### src/rtl/ocal_pkg.sv
package ocal_pkg;
    parameter int SMP_W    = 24;
    parameter int AVG_LOG2 = 12;
    parameter int ACC_W    = SMP_W + AVG_LOG2;

    typedef enum logic [1:0] {
        ST_IDLE   = 2'd0,
        ST_CAL    = 2'd1,
        ST_SETTLE = 2'd2,
        ST_LIVE   = 2'd3
    } seq_st_e;

    typedef logic signed [SMP_W-1:0] smp_t;

    function automatic smp_t sat_sub(input smp_t a, input smp_t b);
        logic signed [SMP_W:0] d;
        logic signed [SMP_W:0] hi;
        logic signed [SMP_W:0] lo;
        d  = (SMP_W+1)'(a) - (SMP_W+1)'(b);
        hi = (SMP_W+1)'({1'b0, {(SMP_W-1){1'b1}}});
        lo = (SMP_W+1)'({2'b11, {(SMP_W-1){1'b0}}});
        if (d > hi)      return {1'b0, {(SMP_W-1){1'b1}}};
        else if (d < lo) return {1'b1, {(SMP_W-1){1'b0}}};
        else             return d[SMP_W-1:0];
    endfunction
endpackage

### src/rtl/ocal_timer.sv
module ocal_timer
    import ocal_pkg::*;
#(
    parameter int CAL_FRAMES   = 8704,
    parameter int VALID_FRAMES = 8960
) (
    input  logic    clk,
    input  logic    rst,
    input  logic    run,
    input  logic    dbl_speed,
    input  logic    slave_mode,
    input  logic    frame_stb,
    output seq_st_e state,
    output logic    acc_en,
    output logic    latch_off,
    output logic    live_upd
);
    localparam int CW  = $clog2(2 * VALID_FRAMES + 2);
    localparam int WIN = 1 << AVG_LOG2;

    logic [CW-1:0] cnt, cal_len, valid_len, win_start, cnt_inc;
    logic          dbl_m, slave_m;

    always_comb begin
        cal_len   = (CW'(CAL_FRAMES) << dbl_m) + CW'(slave_m);
        valid_len = (CW'(VALID_FRAMES) << dbl_m) + CW'(slave_m);
        win_start = cal_len - CW'(WIN);
        cnt_inc   = cnt + CW'(1);
    end

    assign acc_en    = (state == ST_CAL) && frame_stb && (cnt >= win_start);
    assign latch_off = (state == ST_CAL) && frame_stb && (cnt_inc == cal_len);
    assign live_upd  = (state == ST_LIVE) && frame_stb;

    always_ff @(posedge clk) begin
        if (rst || !run) begin
            state   <= ST_IDLE;
            cnt     <= '0;
            dbl_m   <= 1'b0;
            slave_m <= 1'b0;
        end else begin
            unique case (state)
                ST_IDLE: begin
                    state   <= ST_CAL;
                    cnt     <= '0;
                    dbl_m   <= dbl_speed;
                    slave_m <= slave_mode;
                end
                ST_CAL: if (frame_stb) begin
                    cnt <= cnt_inc;
                    if (cnt_inc == cal_len) state <= ST_SETTLE;
                end
                ST_SETTLE: if (frame_stb) begin
                    cnt <= cnt_inc;
                    if (cnt_inc == valid_len) state <= ST_LIVE;
                end
                default: state <= ST_LIVE;
            endcase
        end
    end
endmodule

### src/rtl/ocal_chan.sv
module ocal_chan
    import ocal_pkg::*;
(
    input  logic clk,
    input  logic rst,
    input  logic clr,
    input  logic acc_en,
    input  logic latch_off,
    input  logic live,
    input  logic live_upd,
    input  smp_t sample,
    output smp_t dout
);
    logic signed [ACC_W-1:0] acc, acc_nx;
    smp_t                    offset;

    assign acc_nx = acc + ACC_W'(sample);

    always_ff @(posedge clk) begin
        if (rst || clr) begin
            acc    <= '0;
            offset <= '0;
        end else begin
            if (acc_en)    acc    <= acc_nx;
            if (latch_off) offset <= SMP_W'(acc_nx >>> AVG_LOG2);
        end
    end

    always_ff @(posedge clk) begin
        if (rst || clr || !live) dout <= '0;
        else if (live_upd)       dout <= sat_sub(sample, offset);
    end
endmodule

### src/rtl/ocal_seq.sv
module ocal_seq
    import ocal_pkg::*;
#(
    parameter int CAL_FRAMES   = 8704,
    parameter int VALID_FRAMES = 8960,
    parameter int N_CH         = 2
) (
    input  logic             clk,
    input  logic             rst,
    input  logic             run,
    input  logic             dbl_speed,
    input  logic             slave_mode,
    input  logic             zcal,
    input  logic             frame_stb,
    input  logic [SMP_W-1:0] smp_l,
    input  logic [SMP_W-1:0] smp_r,
    output logic             busy,
    output logic             ref_sel,
    output logic             out_valid,
    output logic [SMP_W-1:0] out_l,
    output logic [SMP_W-1:0] out_r
);
    seq_st_e state;
    logic    acc_en, latch_off, live_upd, clr, live;
    smp_t    smp_v [N_CH];
    smp_t    out_v [N_CH];

    ocal_timer #(.CAL_FRAMES(CAL_FRAMES), .VALID_FRAMES(VALID_FRAMES)) u_timer (
        .clk(clk), .rst(rst), .run(run), .dbl_speed(dbl_speed),
        .slave_mode(slave_mode), .frame_stb(frame_stb), .state(state),
        .acc_en(acc_en), .latch_off(latch_off), .live_upd(live_upd)
    );

    assign clr  = !run || (state == ST_IDLE);
    assign live = run && (state == ST_LIVE);

    assign smp_v[0] = smp_l;
    assign smp_v[1] = smp_r;

    for (genvar c = 0; c < N_CH; c++) begin : g_ch
        ocal_chan u_chan (
            .clk(clk), .rst(rst), .clr(clr), .acc_en(acc_en),
            .latch_off(latch_off), .live(live), .live_upd(live_upd),
            .sample(smp_v[c]), .dout(out_v[c])
        );
    end

    assign out_l = out_v[0];
    assign out_r = out_v[1];

    assign busy      = (state == ST_CAL);
    assign out_valid = (state == ST_LIVE);

    always_comb begin
        unique case (state)
            ST_IDLE: ref_sel = 1'b0;
            ST_CAL:  ref_sel = zcal;
            default: ref_sel = 1'b1;
        endcase
    end
endmodule

### config.mk
export PLATFORM = sky130hd
export DESIGN_NAME = ocal_seq
export DESIGN_NICKNAME = d
export VERILOG_FILES = /design/src/rtl/ocal_pkg.sv /design/src/rtl/ocal_timer.sv /design/src/rtl/ocal_chan.sv /design/src/rtl/ocal_seq.sv
export SDC_FILE = /design/constraint.sdc
export NUM_CORES = 1
export LEC_CHECK = 0
export BUFFER_PORTS_ARGS = -buffer_cell sky130_fd_sc_hd__buf_4
export CORE_ASPECT_RATIO = 0.75
export CORE_MARGIN = 2
export CORE_UTILIZATION = 38
export DETAILED_ROUTE_END_ITERATION = 12
export PLACE_DENSITY = 0.62
export SLEW_MARGIN = 15
export SYNTH_ARGS = -nofsm -noshare
export SYNTH_HDL_FRONTEND = slang
export SYNTH_SLANG_ARGS = --single-unit
### constraint.sdc
create_clock -name clk -period 5.2 [get_ports clk]
set_clock_uncertainty 0.15 [all_clocks]
set_input_delay 0.52 -clock clk [delete_from_list [all_inputs] [get_ports clk]]
set_output_delay 0.52 -clock clk [all_outputs]
set_load 0.05 [all_outputs]
Yosys cells after proc, flatten, opt, wreduce, memory -nomap -nowiden
Index checks and enable logic that the tools add are counted.
{"block": "op_classes", "addsub": 8, "multipliers": 0, "n_div": 0, "n_lt_le_gt_ge": 5, "eq_ne": 10, "shift": 2, "n_mux": 12, "bitwise": 0, "reduce_logical": 16}
{"cell": "24-bit 2-to-1 mux", "count": 4}
{"cell": "36-bit by 24-bit adder with 36-bit output", "count": 2}
{"cell": "25-bit by 24-bit > comparator with 1-bit output (second input constant)", "count": 2}
{"cell": "25-bit by 24-bit < comparator with 1-bit output (second input constant)", "count": 2}
{"cell": "24-bit by 24-bit subtractor with 25-bit output", "count": 2}
{"cell": "15-bit by 1-bit adder with 15-bit output", "count": 2}
{"cell": "15-bit equality test", "count": 2}
{"cell": "15-bit case mux with 2 select lines", "count": 1}
{"cell": "14-bit by 1-bit left shift with 15-bit output (first input constant)", "count": 2}
{"cell": "15-bit by 1-bit adder with 15-bit output (second input constant)", "count": 1}
{"cell": "15-bit >= comparator", "count": 1}
{"cell": "15-bit 2-to-1 mux", "count": 1}
{"cell": "15-bit by 13-bit subtractor with 15-bit output (second input constant)", "count": 1}
{"cell": "2-bit 2-to-1 mux", "count": 4}
{"cell": "2-bit by 1-bit inequality test with 1-bit output (second input constant)", "count": 3}
{"cell": "2-bit case mux with 3 select lines", "count": 1}
{"cell": "1-bit logical AND", "count": 5}
{"cell": "2-bit equality test (second input constant)", "count": 2}
{"cell": "1-bit logical OR", "count": 4}
{"cell": "2-bit inequality test (second input constant)", "count": 2}
{"cell": "4-bit AND reduction", "count": 1}
{"cell": "2-bit by 1-bit equality test with 1-bit output (second input constant)", "count": 1}
{"cell": "1-bit logical NOT", "count": 2}
{"cell": "2-bit logical NOT", "count": 1}
{"cell": "other kinds (4)", "count": 4}
{"block": "word_totals", "register_bits": 187, "latch_bits": 0, "ramBits": 0, "romBits": 0, "inputBits": 55, "output_inout_bits": 51, "word_cells": 63, "mem_count": 0}

Depth between registers and ports, before layout
{"block": "depth", "ltp_word": 6, "depth_mapped": 14, "mapped_depth_nobuf": 13}

Hierarchy
A second synthesis with hierarchy kept.
{"block": "unflattened", "cells_unflattened": 1706, "hier_area_um2": 13815.8}
{"mod": "ocal_chan at g_ch[1].u_chan", "instances": 1, "cells_per_inst": 763, "area_each_um2": 6139.6, "seq_area_each_um2": 1681.6}
{"mod": "ocal_chan at g_ch[0].u_chan", "instances": 1, "cells_per_inst": 738, "area_each_um2": 6054.6, "seq_area_each_um2": 1681.6}
{"mod": "ocal_timer", "instances": 1, "cells_per_inst": 200, "area_each_um2": 1587.8, "seq_area_each_um2": 380.4}
{"mod": "ocal_seq", "instances": 1, "cells_per_inst": 5, "area_each_um2": 33.8, "seq_area_each_um2": 0.0}

Worst setup path after synthesis
Ideal clock, no wire load.
{"block": "synth_timing", "path_type": "reg-to-output", "from": "reg u_timer.state[1]", "to": "out ref_sel", "arrival_time_ns": 2.571, "required_ns": 4.530, "slack_ns": 1.959, "path_stages_with_launch": 5, "n_path_buf": 1, "cell_sequence": "dfxtp_1 -> inv_1 -> ha_1 -> clkdlybuf4s50_2 -> o21ai_0"}
{"block": "synth_via", "elab_chain_cells": 2, "word_cells_on_any_way": 3, "classes_between": "eq/ne: 1; mux: 1; reduce/logical: 1"}
{"element": "from (decl)", "line_no": "ocal_timer.sv:13", "rtl": "output seq_st_e state,"}
{"element": "from (signal assigned)", "line_no": "ocal_timer.sv:37", "rtl": "state <= ST_IDLE;"}
{"element": "from (signal assigned)", "line_no": "ocal_timer.sv:44", "rtl": "state <= ST_CAL;"}
{"element": "from (signal assigned)", "line_no": "ocal_timer.sv:51", "rtl": "if (cnt_inc == cal_len) state <= ST_SETTLE;"}
{"element": "2-bit by 1-bit equality test with 1-bit output"}
{"element": "net busy", "line_no": "ocal_seq.sv:17", "rtl": "output logic busy,"}
{"element": "1-bit case mux with 2 select lines", "line_no": "ocal_seq.sv:55", "rtl": "unique case (state)"}
{"element": "to (decl)", "line_no": "ocal_seq.sv:18", "rtl": "output logic ref_sel,"}
The timed path passes the listed nets, and every way through them passes these cells.

Worst setup path after layout
{"block": "layout_timing", "from": "reg u_timer.cnt[1]", "to": "reg g_ch[1].u_chan.offset[2]"}
{"block": "layout_via", "elab_chain_cells": 3}
{"element": "from (decl)", "line_no": "ocal_timer.sv:21", "rtl": "logic [CW-1:0] cnt, cal_len, valid_len, win_start, cnt_inc;"}
{"element": "from (signal assigned)", "line_no": "ocal_timer.sv:50", "rtl": "cnt <= cnt_inc;"}
{"element": "from (signal assigned)", "line_no": "ocal_timer.sv:54", "rtl": "cnt <= cnt_inc;"}
{"element": "15-bit by 1-bit adder with 15-bit output", "line_no": "ocal_timer.sv:28", "rtl": "cnt_inc = cnt + CW'(1);"}
{"element": "15-bit equality test", "line_no": "ocal_timer.sv:32", "rtl": "assign latch_off = (state == ST_CAL) && frame_stb && (cnt_inc == cal_len);"}
{"element": "1-bit logical AND", "line_no": "ocal_timer.sv:32"}
{"element": "to (signal assigned)", "line_no": "ocal_chan.sv:25", "rtl": "if (latch_off) offset <= SMP_W'(acc_nx >>> AVG_LOG2);"}
{"element": "to (decl)", "line_no": "ocal_chan.sv:15", "rtl": "smp_t offset;"}
Every way passes these cells.
A chain may end at the register's enable or synchronous reset.

==> key figures <==
Place
  • Pre-CTS WS: 1.244 ns
  • HPWL after DPL: between 20000 and 30000 µm
  • IO buf count: 105
  • Routability Congestion: just over 0.9
  • Placed inst area: ~0.015 mm²

GRT
  • Initial antenna violation count: 0
  • GRT overflow: 0
  • Largest net degree at the start of global routing: a little under 80
  • First-pass GRT wire length: approximately 63000 µm
  • Vias in the first global route: between 10000 and 15000
  • GRT Util Overall: between 20% and 30%

Synth
  • Unique masters post-synth: 95
  • Register bit total from synthesis: ~190
  • Cell taking the most area after synthesis: dfxtp_1
  • Mapped Nets: approximately 2000
  • Synth top area share: a little over a quarter
  • Synthesized cell area: ~0.014 mm²
  • Post-Synth Adder-Cell Area: 12.38%
  • Simple-gate portion of the synthesized area: about a fifth
  • Post-synthesis mux area share: around 1.5%
  • Post-Synth XOR/XNOR Area: ~6.5%
  • Mapped Cells: roughly 1800
  • Synth async-reset ratio: 0%
  • Synthesis warning total: 0
  • Synth Area in Compound Gates: 25.38%
  • Largest family of logic cells by synthesized area: compound AO/OA/AOI/OAI gates
  • Top-count cell post-synth: nand2_1
  • Post-synthesis sequential area ratio: a little over a quarter
  • Syn_area_per_cell: 7.634 µm²
  • Top FF cell, synth: dfxtp_1
  • Top post-synthesis cells by area: dfxtp_1 (27%), ha_1 (12%), a21oi_1 (9.2%), nand2_1 (7.4%), xnor2_1 (4.5%)
  • Post-synth EDFFs: 0
  • Most common library cells after synthesis: nand2_1 (269), a21oi_1 (252), dfxtp_1 (187)

Layout
  • FILL cells: approximately 3600
  • Layout Nets: just over 2000
  • Post-route cell area: 0.01534 mm²
  • Antenna Cells: 0
  • Synthesis-to-finish area growth: 12.04%
  • Layout cell share with drive strength beyond 1: between 10% and 20%

Detailed routing
  • Met1 wire length: slightly above 20000 µm
  • First DRT Iteration DRCs: between 1000 and 1500
  • Met3 wire length: ~2100 µm
  • Top sig layer: met4
  • Remaining DRCs: 0
  • Final wirelength: slightly below 40000 µm
  • Antenna-violating nets left: 0
  • Drt wl/cell: 16.90 µm
  • Via count: ~13000
  • Via density: 5.531
  • WL met2: 16380 µm
  • Pre-Repair DR Iteration Count: 5

Timing
  • Max-slew violations: 0
  • Final hold vios: 0
  • Final setup TNS: 0 ns
  • RSZ-0062 raised after global routing: false
  • Slew HR: between 30% and 40%
  • Setup slack after layout: 1.499 ns
  • Fmax: approximately 0.27 GHz
  • Part of the cycle the worst path needs: between 70% and 80%
  • Setup-failing EPs final: 0
  • Worst slew pin tran: between 1 and 1.5 ns
  • Post-layout min period: between 3 and 4 ns

Pwr
  • P_leak: about 6.3 nW
  • Clock power frac: a little over two fifths
  • Psw: roughly 0.00095 W
  • Combinational share of power: between 10% and 20%
  • Flop pwr share: 43.4%
  • Pint: ~0.0024 W
  • Power per cell area: 215.5 mW/mm²
  • Net Sw Frac: approximately 29%
  • Maximum VDD drop: ~250 µV

Clock tree
  • CTS clk-pin slew, worst paths: about 0.080 ns
  • Worst-Skew Late Latency: about 0.46 ns
  • CTS H-tree lvls: 4
  • Num CTS Buffers: 17
  • Clk sinks: approximately 190
  • PostCTS Resize Cnt: 0
  • Cts hold-fix bufs: 0
  • Clock buffer depth: 2
  • CTS tree: yes
  • Root buf cell: clkbuf_16
  • Post-CTS setup buffer count: 0

Floorplan
  • Die ar.: approximately 0.038 mm²
  • Initial Util: between 30% and 40%
  • Die Y: 168.4 µm
  • FP Rows: 60
  • DIE WIDTH: 223.2 µm
  • Core ar.: about 0.036 mm²
  • Io pins: roughly 110

Setup path
  • Slowest stage delay, CP: around 0.54 ns
  • CP endpoint kind: flop
  • Cell family with most CP delay: simple AND/OR/NAND/NOR gates
  • Critical Path Slowest Stage Cell: nand3_2
  • Crit path DAT: about 3.9 ns
  • WS Path Type: reg -> reg
  • CP Max Fanout: 18
  • Worst Path Required: roughly 5.4 ns
  • CP cell instances: ha_1 > nand3_1 > nor2_8 > nand2_4 > o311ai_4 > a211oi_2 > nor4_2 > nand3_2 > buf_4 > nor3_1 > a21oi_1 > nor2_1
  • CP startpoint kind: flop
  • Worst path bufs/invs: 1

Status
  • Status: completed

Min path
  • Worst hold path class: in -> reg

Job
  • Max-cap check violation count: 0
## layout make-up
class	count	area [µm²]	share of cell area [%]
sequential	187	3744	24.41
tap	465	581.8	3.794
inverter	86	322.8	2.105
multi-input combinational	1439	9195	59.96
clock inverter	14	177.7	1.159
timing repair buffer	115	875.8	5.711
clock buffer	18	439.2	2.864
## tightest hold or removal path, stage by stage
cell,delay [ns]
buf_4,0.07
mux2i_1,0.05
nor2_1,0.08
## cells in the final DEF, fill, tap and decap left out, types with 27 or more instances in the layout
master	netlist	layout
o21ai_0	119	119
xnor2_1	71	71
inv_1	86	86
dfxtp_1	187	187
nor3_1	27	27
a21oi_1	252	252
buf_4	10	114
a21o_1	42	42
nor2_1	134	133
nand2_1	269	269
ha_1	129	129
xor2_1	28	28
nand3_1	47	47
## power groups by stage
stage | combinational [W] | sequential, W | clock [W]
global route | 0.000514 | 0.00144 | 0.00149
floorplan | 0.000319 | 0.00147 | 0
detailed placement | 0.000458 | 0.00147 | 0
global placement | 0.000453 | 0.00147 | 0
CTS | 0.000461 | 0.00144 | 0.00144
finish | 0.000466 | 0.00144 | 0.00140
## layer usage
| layer | global-route usage [%] | vias to the layer above |
|---|---|---|
| met5 | 0 | - |
| met1 | 31.41 | 5995 |
| li1 | - | 6473 |
| met2 | 30.43 | 356 |
| met3 | 3.176 | 29 |
| met4 | 4.844 | 0 |
## logic make-up after synthesis
kind of cell / Yosys count
DFF: 187
AOI/OAI and AO/OA: 569
xor gates and xnor gates: 100
adders and majority gates: 133
and+or+nand+nor: 617
muxes: 20
buffers and inverters: 167
## state kept, by name (all words and copies together) (netlist names)
register / count
g_ch.u_chan.acc: 72
g_ch.u_chan.dout: 48
g_ch.u_chan.offset: 48
u_timer.cnt: 15
u_timer.dbl_m: 1
u_timer.slave_m: 1
u_timer.state: 2
## stage by stage
stage	instances	util [%]	hold WS (ns)	total power, W
after global routing	2324	43.01	0.1618	0.003435
after CTS	2324	43.01	0.1383	0.003334
after global placement	2292	41.28	0.2916	0.001923
final	2324	43.01	0.1608	0.003306
after detailed placement	2292	41.28	0.2969	0.001928
after floorplan	1793	-	0.2819	0.001787
## path summary, 6_finish.rpt
path	from	to	slack, ns	depth (start not counted)
worst max register to register	u_timer.cnt[1]	g_ch[1].u_chan.offset[2]	1.50	12
worst min register to register	g_ch[0].u_chan.offset[15]	g_ch[0].u_chan.offset[15]	0.30	2
worst min-delay path	dbl_speed	u_timer.dbl_m	0.16	3
worst max-delay path	u_timer.cnt[1]	g_ch[1].u_chan.offset[2]	1.50	12
Power figures use the tool's default switching activity.
